### src/rtl/cfgb_pkg.sv
package cfgb_pkg;

    localparam int CFG_AW = 24;

    typedef enum logic [1:0] {
        ACC_NONE,
        ACC_AREG,
        ACC_DATA,
        ACC_WIN
    } acc_kind_e;

    typedef enum logic [1:0] {
        ST_IDLE,
        ST_ISSUE,
        ST_WAIT,
        ST_DONE
    } fsm_state_e;

    typedef struct packed {
        logic [CFG_AW-1:0] addr;
        logic [2:0]        nbytes;
        logic              wr;
        logic [31:0]       wdata;
        logic              swap;
    } cfg_cmd_t;

    // size code to byte count; 0 marks an unsupported code
    function automatic logic [2:0] size_to_bytes(logic [1:0] code);
        case (code)
            2'd0:    return 3'd1;
            2'd1:    return 3'd2;
            2'd2:    return 3'd4;
            default: return 3'd0;
        endcase
    endfunction

endpackage

### src/rtl/cfgb_lane_swap.sv
module cfgb_lane_swap #(
    parameter bit BIG_ENDIAN = 1'b1
) (
    input  logic [31:0] din,
    input  logic [2:0]  nbytes,
    input  logic        swap_en,
    output logic [31:0] dout
);

    logic [31:0] masked;
    logic        do_swap;

    assign do_swap = swap_en && BIG_ENDIAN;

    always_comb begin
        case (nbytes)
            3'd1:    masked = {24'h0, din[7:0]};
            3'd2:    masked = {16'h0, din[15:0]};
            default: masked = din;
        endcase
    end

    always_comb begin
        dout = masked;
        if (do_swap) begin
            case (nbytes)
                3'd2:    dout = {16'h0, masked[7:0], masked[15:8]};
                3'd4:    dout = {masked[7:0], masked[15:8], masked[23:16], masked[31:24]};
                default: dout = masked;
            endcase
        end
    end

endmodule

### src/rtl/cfgb_win_sel.sv
module cfgb_win_sel #(
    parameter int SEL_COUNT = 11,
    parameter int DEV_W     = $clog2(SEL_COUNT + 1)
) (
    input  logic [SEL_COUNT-1:0] sel_bits,
    output logic [DEV_W-1:0]     dev
);

    // lowest set bit wins; scan from the top so lower indices overwrite
    always_comb begin
        dev = DEV_W'(SEL_COUNT);
        for (int i = SEL_COUNT - 1; i >= 0; i--) begin
            if (sel_bits[i]) dev = DEV_W'(i);
        end
    end

endmodule

### src/rtl/cfgb_decode.sv
module cfgb_decode
    import cfgb_pkg::*;
#(
    parameter logic [31:0] WIN_BASE  = 32'h8080_0000,
    parameter int          WIN_LOG2  = 22,
    parameter int          SEL_LSB   = 11,
    parameter int          SEL_COUNT = 11,
    parameter logic [15:0] AREG_PORT = 16'hCF8,
    parameter logic [15:0] DATA_PORT = 16'hCFC
) (
    input  logic              io,
    input  logic [31:0]       addr,
    input  logic [1:0]        size,
    input  logic [21:0]       route,
    output acc_kind_e         kind,
    output logic [CFG_AW-1:0] cfg_addr,
    output logic [2:0]        nbytes
);

    localparam int DEV_W   = $clog2(SEL_COUNT + 1);
    localparam int DEVF_W  = 5;
    localparam int SEL_TOP = SEL_LSB + SEL_COUNT;

    logic [DEV_W-1:0] dev;
    logic             io_low, areg_hit, data_hit, win_hit, size_ok;
    logic [CFG_AW-1:0] win_addr, data_addr;

    cfgb_win_sel #(
        .SEL_COUNT (SEL_COUNT),
        .DEV_W     (DEV_W)
    ) u_sel (
        .sel_bits (addr[SEL_TOP-1:SEL_LSB]),
        .dev      (dev)
    );

    assign nbytes   = size_to_bytes(size);
    assign size_ok  = (nbytes != 3'd0);
    assign io_low   = (addr[31:16] == 16'h0);
    assign areg_hit = io && io_low && (addr[15:0] == AREG_PORT) && (size == 2'd2);
    assign data_hit = io && io_low && (addr[15:2] == DATA_PORT[15:2]) && size_ok;
    assign win_hit  = !io && (addr[31:WIN_LOG2] == WIN_BASE[31:WIN_LOG2]) && size_ok;

    assign win_addr  = CFG_AW'({DEVF_W'(dev), addr[SEL_LSB-1:0]});
    assign data_addr = {route, addr[1:0]};

    always_comb begin
        kind     = ACC_NONE;
        cfg_addr = data_addr;
        if (areg_hit) begin
            kind = ACC_AREG;
        end else if (data_hit) begin
            kind = ACC_DATA;
        end else if (win_hit) begin
            kind     = ACC_WIN;
            cfg_addr = win_addr;
        end
    end

    // decoded window device never exceeds the fallback value
    always_comb begin
        AST_DEV_LIMIT: assert (dev <= DEV_W'(SEL_COUNT));
    end

endmodule

### src/rtl/cfgb_addr_reg.sv
module cfgb_addr_reg (
    input  logic        clk,
    input  logic        rst_n,
    input  logic        wr_en,
    input  logic [31:0] d,
    output logic [31:0] q
);

    always_ff @(posedge clk or negedge rst_n) begin
        if (!rst_n)     q <= '0;
        else if (wr_en) q <= d;
    end

    AST_AREG_HOLD: assert property (@(posedge clk) disable iff (!rst_n)
        !wr_en |=> $stable(q));

    AST_AREG_LOAD: assert property (@(posedge clk) disable iff (!rst_n)
        wr_en |=> (q == $past(d)));

endmodule

### src/rtl/cfg_access_bridge.sv
module cfg_access_bridge
    import cfgb_pkg::*;
#(
    parameter logic [31:0] WIN_BASE   = 32'h8080_0000,
    parameter int          WIN_LOG2   = 22,
    parameter int          SEL_LSB    = 11,
    parameter int          SEL_COUNT  = 11,
    parameter logic [15:0] AREG_PORT  = 16'hCF8,
    parameter logic [15:0] DATA_PORT  = 16'hCFC,
    parameter bit          BIG_ENDIAN = 1'b1
) (
    input  logic        clk,
    input  logic        rst_n,
    input  logic        cpu_req,
    input  logic        cpu_io,
    input  logic        cpu_we,
    input  logic [1:0]  cpu_size,
    input  logic [31:0] cpu_addr,
    input  logic [31:0] cpu_wdata,
    output logic        cpu_ack,
    output logic [31:0] cpu_rdata,
    output logic        cfg_req_valid,
    input  logic        cfg_req_ready,
    output logic [23:0] cfg_addr,
    output logic [2:0]  cfg_size,
    output logic        cfg_write,
    output logic [31:0] cfg_wdata,
    input  logic        cfg_rsp_valid,
    input  logic [31:0] cfg_rsp_data
);

    localparam logic [31:0] ALL_ONES = '1;

    fsm_state_e        state_q, state_d;
    acc_kind_e         kind;
    logic [CFG_AW-1:0] dec_addr;
    logic [2:0]        dec_bytes;
    logic [31:0]       areg_q, wdata_fmt, rdata_fmt, rdata_q;
    logic              areg_we, start, need_issue;
    cfg_cmd_t          cmd_q;

    cfgb_decode #(
        .WIN_BASE  (WIN_BASE),
        .WIN_LOG2  (WIN_LOG2),
        .SEL_LSB   (SEL_LSB),
        .SEL_COUNT (SEL_COUNT),
        .AREG_PORT (AREG_PORT),
        .DATA_PORT (DATA_PORT)
    ) u_dec (
        .io       (cpu_io),
        .addr     (cpu_addr),
        .size     (cpu_size),
        .route    (areg_q[23:2]),
        .kind     (kind),
        .cfg_addr (dec_addr),
        .nbytes   (dec_bytes)
    );

    cfgb_addr_reg u_areg (
        .clk   (clk),
        .rst_n (rst_n),
        .wr_en (areg_we),
        .d     (cpu_wdata),
        .q     (areg_q)
    );

    cfgb_lane_swap #(.BIG_ENDIAN(BIG_ENDIAN)) u_wswap (
        .din     (cpu_wdata),
        .nbytes  (dec_bytes),
        .swap_en (kind == ACC_WIN),
        .dout    (wdata_fmt)
    );

    cfgb_lane_swap #(.BIG_ENDIAN(BIG_ENDIAN)) u_rswap (
        .din     (cfg_rsp_data),
        .nbytes  (cmd_q.nbytes),
        .swap_en (cmd_q.swap),
        .dout    (rdata_fmt)
    );

    assign start      = (state_q == ST_IDLE) && cpu_req;
    assign need_issue = (kind == ACC_WIN) || ((kind == ACC_DATA) && areg_q[31]);
    assign areg_we    = start && (kind == ACC_AREG) && cpu_we;

    // state register
    always_ff @(posedge clk or negedge rst_n) begin
        if (!rst_n) state_q <= ST_IDLE;
        else        state_q <= state_d;
    end

    // transitions
    always_comb begin
        state_d = state_q;
        unique case (state_q)
            ST_IDLE:  if (start) state_d = need_issue ? ST_ISSUE : ST_DONE;
            ST_ISSUE: if (cfg_req_ready) state_d = cmd_q.wr ? ST_DONE : ST_WAIT;
            ST_WAIT:  if (cfg_rsp_valid) state_d = ST_DONE;
            ST_DONE:  state_d = ST_IDLE;
            default:  state_d = ST_IDLE;
        endcase
    end

    // command and read-data capture
    always_ff @(posedge clk or negedge rst_n) begin
        if (!rst_n) begin
            cmd_q   <= '0;
            rdata_q <= '0;
        end else if (start) begin
            cmd_q.addr   <= dec_addr;
            cmd_q.nbytes <= dec_bytes;
            cmd_q.wr     <= cpu_we;
            cmd_q.wdata  <= wdata_fmt;
            cmd_q.swap   <= (kind == ACC_WIN);
            rdata_q      <= (kind == ACC_AREG) ? areg_q : ALL_ONES;
        end else if ((state_q == ST_WAIT) && cfg_rsp_valid) begin
            rdata_q <= rdata_fmt;
        end
    end

    // outputs
    always_comb begin
        cpu_ack       = (state_q == ST_DONE);
        cpu_rdata     = rdata_q;
        cfg_req_valid = (state_q == ST_ISSUE);
        cfg_addr      = cmd_q.addr;
        cfg_size      = cmd_q.nbytes;
        cfg_write     = cmd_q.wr;
        cfg_wdata     = cmd_q.wdata;
    end

    AST_REQ_HOLD: assert property (@(posedge clk) disable iff (!rst_n)
        cfg_req_valid && !cfg_req_ready |=> cfg_req_valid && $stable(cfg_addr) && $stable(cfg_wdata));

    AST_ACK_PULSE: assert property (@(posedge clk) disable iff (!rst_n)
        cpu_ack |=> !cpu_ack);

    AST_SIZE_LEGAL: assert property (@(posedge clk) disable iff (!rst_n)
        cfg_req_valid |-> ($countones(cfg_size) == 1));

    AST_RSP_EXPECTED: assert property (@(posedge clk) disable iff (!rst_n)
        cfg_rsp_valid |-> (state_q == ST_WAIT));

    AST_DISABLED_SILENT: assert property (@(posedge clk) disable iff (!rst_n)
        start && (kind == ACC_DATA) && !areg_q[31] |=> !cfg_req_valid);

    AST_UNMAPPED_SILENT: assert property (@(posedge clk) disable iff (!rst_n)
        start && (kind == ACC_NONE) |=> !cfg_req_valid);

    AST_WIN_BUS_ZERO: assert property (@(posedge clk) disable iff (!rst_n)
        cfg_req_valid && cmd_q.swap |-> (cfg_addr[23:16] == 8'h00));

endmodule

### config.mk
export PLATFORM = sky130hd
export DESIGN_NAME = cfg_access_bridge
export DESIGN_NICKNAME = d
export VERILOG_FILES = /design/src/rtl/cfgb_pkg.sv /design/src/rtl/cfgb_lane_swap.sv /design/src/rtl/cfgb_win_sel.sv /design/src/rtl/cfgb_decode.sv /design/src/rtl/cfgb_addr_reg.sv /design/src/rtl/cfg_access_bridge.sv
export SDC_FILE = /design/constraint.sdc
export NUM_CORES = 1
export LEC_CHECK = 0
export ABC_AREA = 1
export ABC_CLOCK_PERIOD_IN_PS = 1900
export BUFFER_PORTS_ARGS = -buffer_cell sky130_fd_sc_hd__buf_2
export CORE_ASPECT_RATIO = 1.5
export CORE_MARGIN = 8
export CORE_UTILIZATION = 45
export CTS_BUF_LIST = sky130_fd_sc_hd__clkbuf_4
export DETAILED_ROUTE_END_ITERATION = 10
export PLACE_DENSITY = 0.7
export SYNTH_ARGS = -nofsm -noshare
export SYNTH_HDL_FRONTEND = slang
export SYNTH_SLANG_ARGS = --single-unit
### constraint.sdc
create_clock -name clk -period 1.9 [get_ports clk]
set_input_delay 0.285 -clock clk [delete_from_list [all_inputs] [get_ports clk]]
set_output_delay 0.285 -clock clk [all_outputs]
set_load 0.02 [all_outputs]
==> results.cfg <==
[power]
swShare_pct = 45.7
power_density_nw_per_um2 = 1360
internal-power_mw = 6.65
leakage_nw = 4.76
clock_power_share_pct = 15.9
peakVddDrop_v = 0.000701
seqPwrFrac_pct = 34.7
p_switching_mw = 5.61
comb_power_share_pct = 49.3

[yosys]
yosysWarnings = 0
ys_seq_area_share_pct = 45.0
yosys-top-cells-area = dfrtp_1 (45%), nand2_1 (14%), o21ai_0 (6.4%)
synth-async-reset-ratio_pct = 100
synth_nets = 1055
synth.most_common_cell = nand2_1
ys_seq_elements = 127
syn_area_um2 = 7060
synth_top_area_cell = dfrtp_1
netlist.area_leader.share_pct = 45.0
synth_cell_types = 33
avgSynthCellArea_um2 = 7.52
yosys_most_used_dff = dfrtp_1
ys_top_cells_by_count = nand2_1 (271), dfrtp_1 (127), inv_1 (91), o21ai_0 (90), nand3_1 (77)
synth_edf_count = 0
syn_inst = 939

[worst_setup_path]
r2r_slack_ns = 0.14
end_kind = flip-flop
startpoint = state_q[1]$_DFFE_PN0P_
worstPathArrival_ns = 2.17
worstPathMaxFanout = 31
start_kind = flip-flop
r2r_start = state_q[1]$_DFFE_PN0P_
required_ns = 2.31
path_class = reg2reg

[outcome]
outcome = completed

[timing]
holdWs_ns = 0.0512
max_freq_ghz = 0.568
rsz0062_at_grt = yes
drv_slew = 0
finalHoldViolCount = 0
worst_pin_slew_ns = 0.576
finClkSkew_ns = 0.0203
fin_crit_ns = 1.76
slew_headroom_pct = 61.6
timing.final.ws_setup_ns = 0.138
fin_crit_sh_pct = 92.7
setup_viol = 0

[detailed_routing]
ant_nets = 0
wl_per_cell_um = 17.0
drtPass1Iterations = 5
wirelength_mm = 23.5
vias = 7139
drt_iter0_drc = 559
viasPerCell = 5.17
drc = 0

[final_layout]
fillers = 1478
nets = 1281
drive_above_1_share_pct = 29.7
syn2layout_area_growth_pct = 27.6

[placement]
pre_cts_slack_ns = -0.0141
port_buffers = 198
gp_congestion = 0.904
hpwl_mm = 18.2

[run]
cap_violations = 0

[floorplan]
core_region_area_um2 = 15500
rows = 56
io_pins = 199
start_util_pct = 45.6
die_w_um = 118
die_area_um2 = 20000
die_h_um = 169

[min_path]
hp-start = cpu_we
hp-class = in2reg

[clock_network]
clock-sinks = 127
clkTransAtPathRegs_ns = 0.12
cts_tree = done
cts_max_level = 4
cts_buffers = 17
ctsLongestPathBuffers = 2
clk-insertion-delay-late_ns = 0.52
cts-root-buf = clkbuf_4

[global_routing]
grt_pass1_vias = 7137
antenna_found_initial = 1
grtUsageTotal_pct = 23.6
grt_pass1_wl_mm = 37.8
grt_max_degree = 84
globalRoute.totalOverflow = 0
## cells in the final DEF, fill, tap and decap left out, drive strengths merged, types with 16 or more instances in the layout
cell,n
nand2,273
buf,242
dfrtp,127
o21ai,100
inv,96
nor2,84
nand3,80
a21oi,64
o22ai,23
clkbuf,17
dlygate4sd3,16
## critical path: stages (launching register included)
cell	delay (ns)
dfrtp_1	0.43
inv_1	0.13
ha_1	0.20
nand2_2	0.12
buf_12	0.19
buf_4	0.20
nor2_1	0.16
nand2_1	0.08
nand2_1	0.05
o21ai_0	0.08
## path summary, 6_finish.rpt
path	endpoint	cells after the start
min in group asynchronous	cfg_addr[1]$_DFFE_PN0P_	2
hold reg to reg	cfg_wdata[21]$_DFFE_PN0P_	2
setup / recovery	cpu_rdata[22]$_DFFE_PN0P_	9
hold / removal	cfg_write$_DFFE_PN0P_	3
max in group asynchronous	cfg_size[0]$_DFFE_PN0P_	3
setup reg to reg	cpu_rdata[22]$_DFFE_PN0P_	9
## registers in the layout, indices dropped and copies added, names as in the netlist
| name | cells |
|---|---|
| cfg_addr | 24 |
| cfg_size | 3 |
| cfg_write | 1 |
| cfg_wdata | 32 |
| cmd_q | 1 |
| cpu_rdata | 32 |
| state_q | 2 |
| u_areg.q | 32 |
## stage by stage
step / setup TNS [ns] / power, mW / util, % / std cells / area (um2)
final: 0 / 12.3 / 58.2 / 1381 / 9010
after global routing: -0.00584 / 13.2 / 58.2 / 1381 / 9010
after CTS: 0 / 12.4 / 58.1 / 1380 / 9000
after detailed placement: -0.0389 / 10.3 / 55.2 / 1333 / 8540
after global placement: 0 / 10.3 / 55.2 / 1333 / 8540
after floorplan: 0 / 7.84 / - / 939 / 7060
## logic make-up (layout without fill, tap and decap cells)
logic type | Yosys count | count (layout) | share of synthesized area (%)
buffers and inverters | 147 | 385 | 8.68
adders and majority gates | 11 | 11 | 1.95
AOI/OAI and AO/OA | 197 | 197 | 16.3
and+or+nand+nor | 457 | 457 | 28.0
DFF | 127 | 127 | 45.0
other | 0 | 1 | 0
## power by group through the flow
stage | Clock (mW) | Sequential (mW) | Combinational, mW
2_1_floorplan | 0 | 5.36 | 2.49
3_3_place_gp | 0 | 4.29 | 5.97
3_5_place_dp | 0 | 4.28 | 6.06
4_1_cts | 2.02 | 4.25 | 6.09
5_1_grt | 2.11 | 4.36 | 6.70
6_report | 1.95 | 4.26 | 6.05
## layer usage
layer	global-route usage (%)	up-vias	wire, um
met5	0	-	0
met4	10.2	0	684
met3	4.70	42	1420
met2	41.0	296	11900
met1	27.7	3294	9470
li1	-	3507	-
## area by class of cell
| class | instances | area, um2 | area share [%] |
|---|---|---|---|
| Inverter | 96 | 368 | 4.08 |
| Antenna cell | 1 | 2.50 | 0.0278 |
| Tap cell | 203 | 254 | 2.82 |
| Multi-Input combinational cell | 665 | 3280 | 36.4 |
| Clock buffer | 17 | 128 | 1.42 |
| Clock inverter | 14 | 169 | 1.87 |
| Sequential cell | 127 | 3180 | 35.3 |
| Timing Repair Buffer | 258 | 1630 | 18.1 |
## timing repair
item | CTS | global route
buffers inserted | 0 | 0
hold endpoints to repair | 142 | 0
resized for setup | 0 | 6
hold buffers | 16 | 0
endpoints found under the setup margin | 0 | 34
Power figures use the tool's default switching activity.
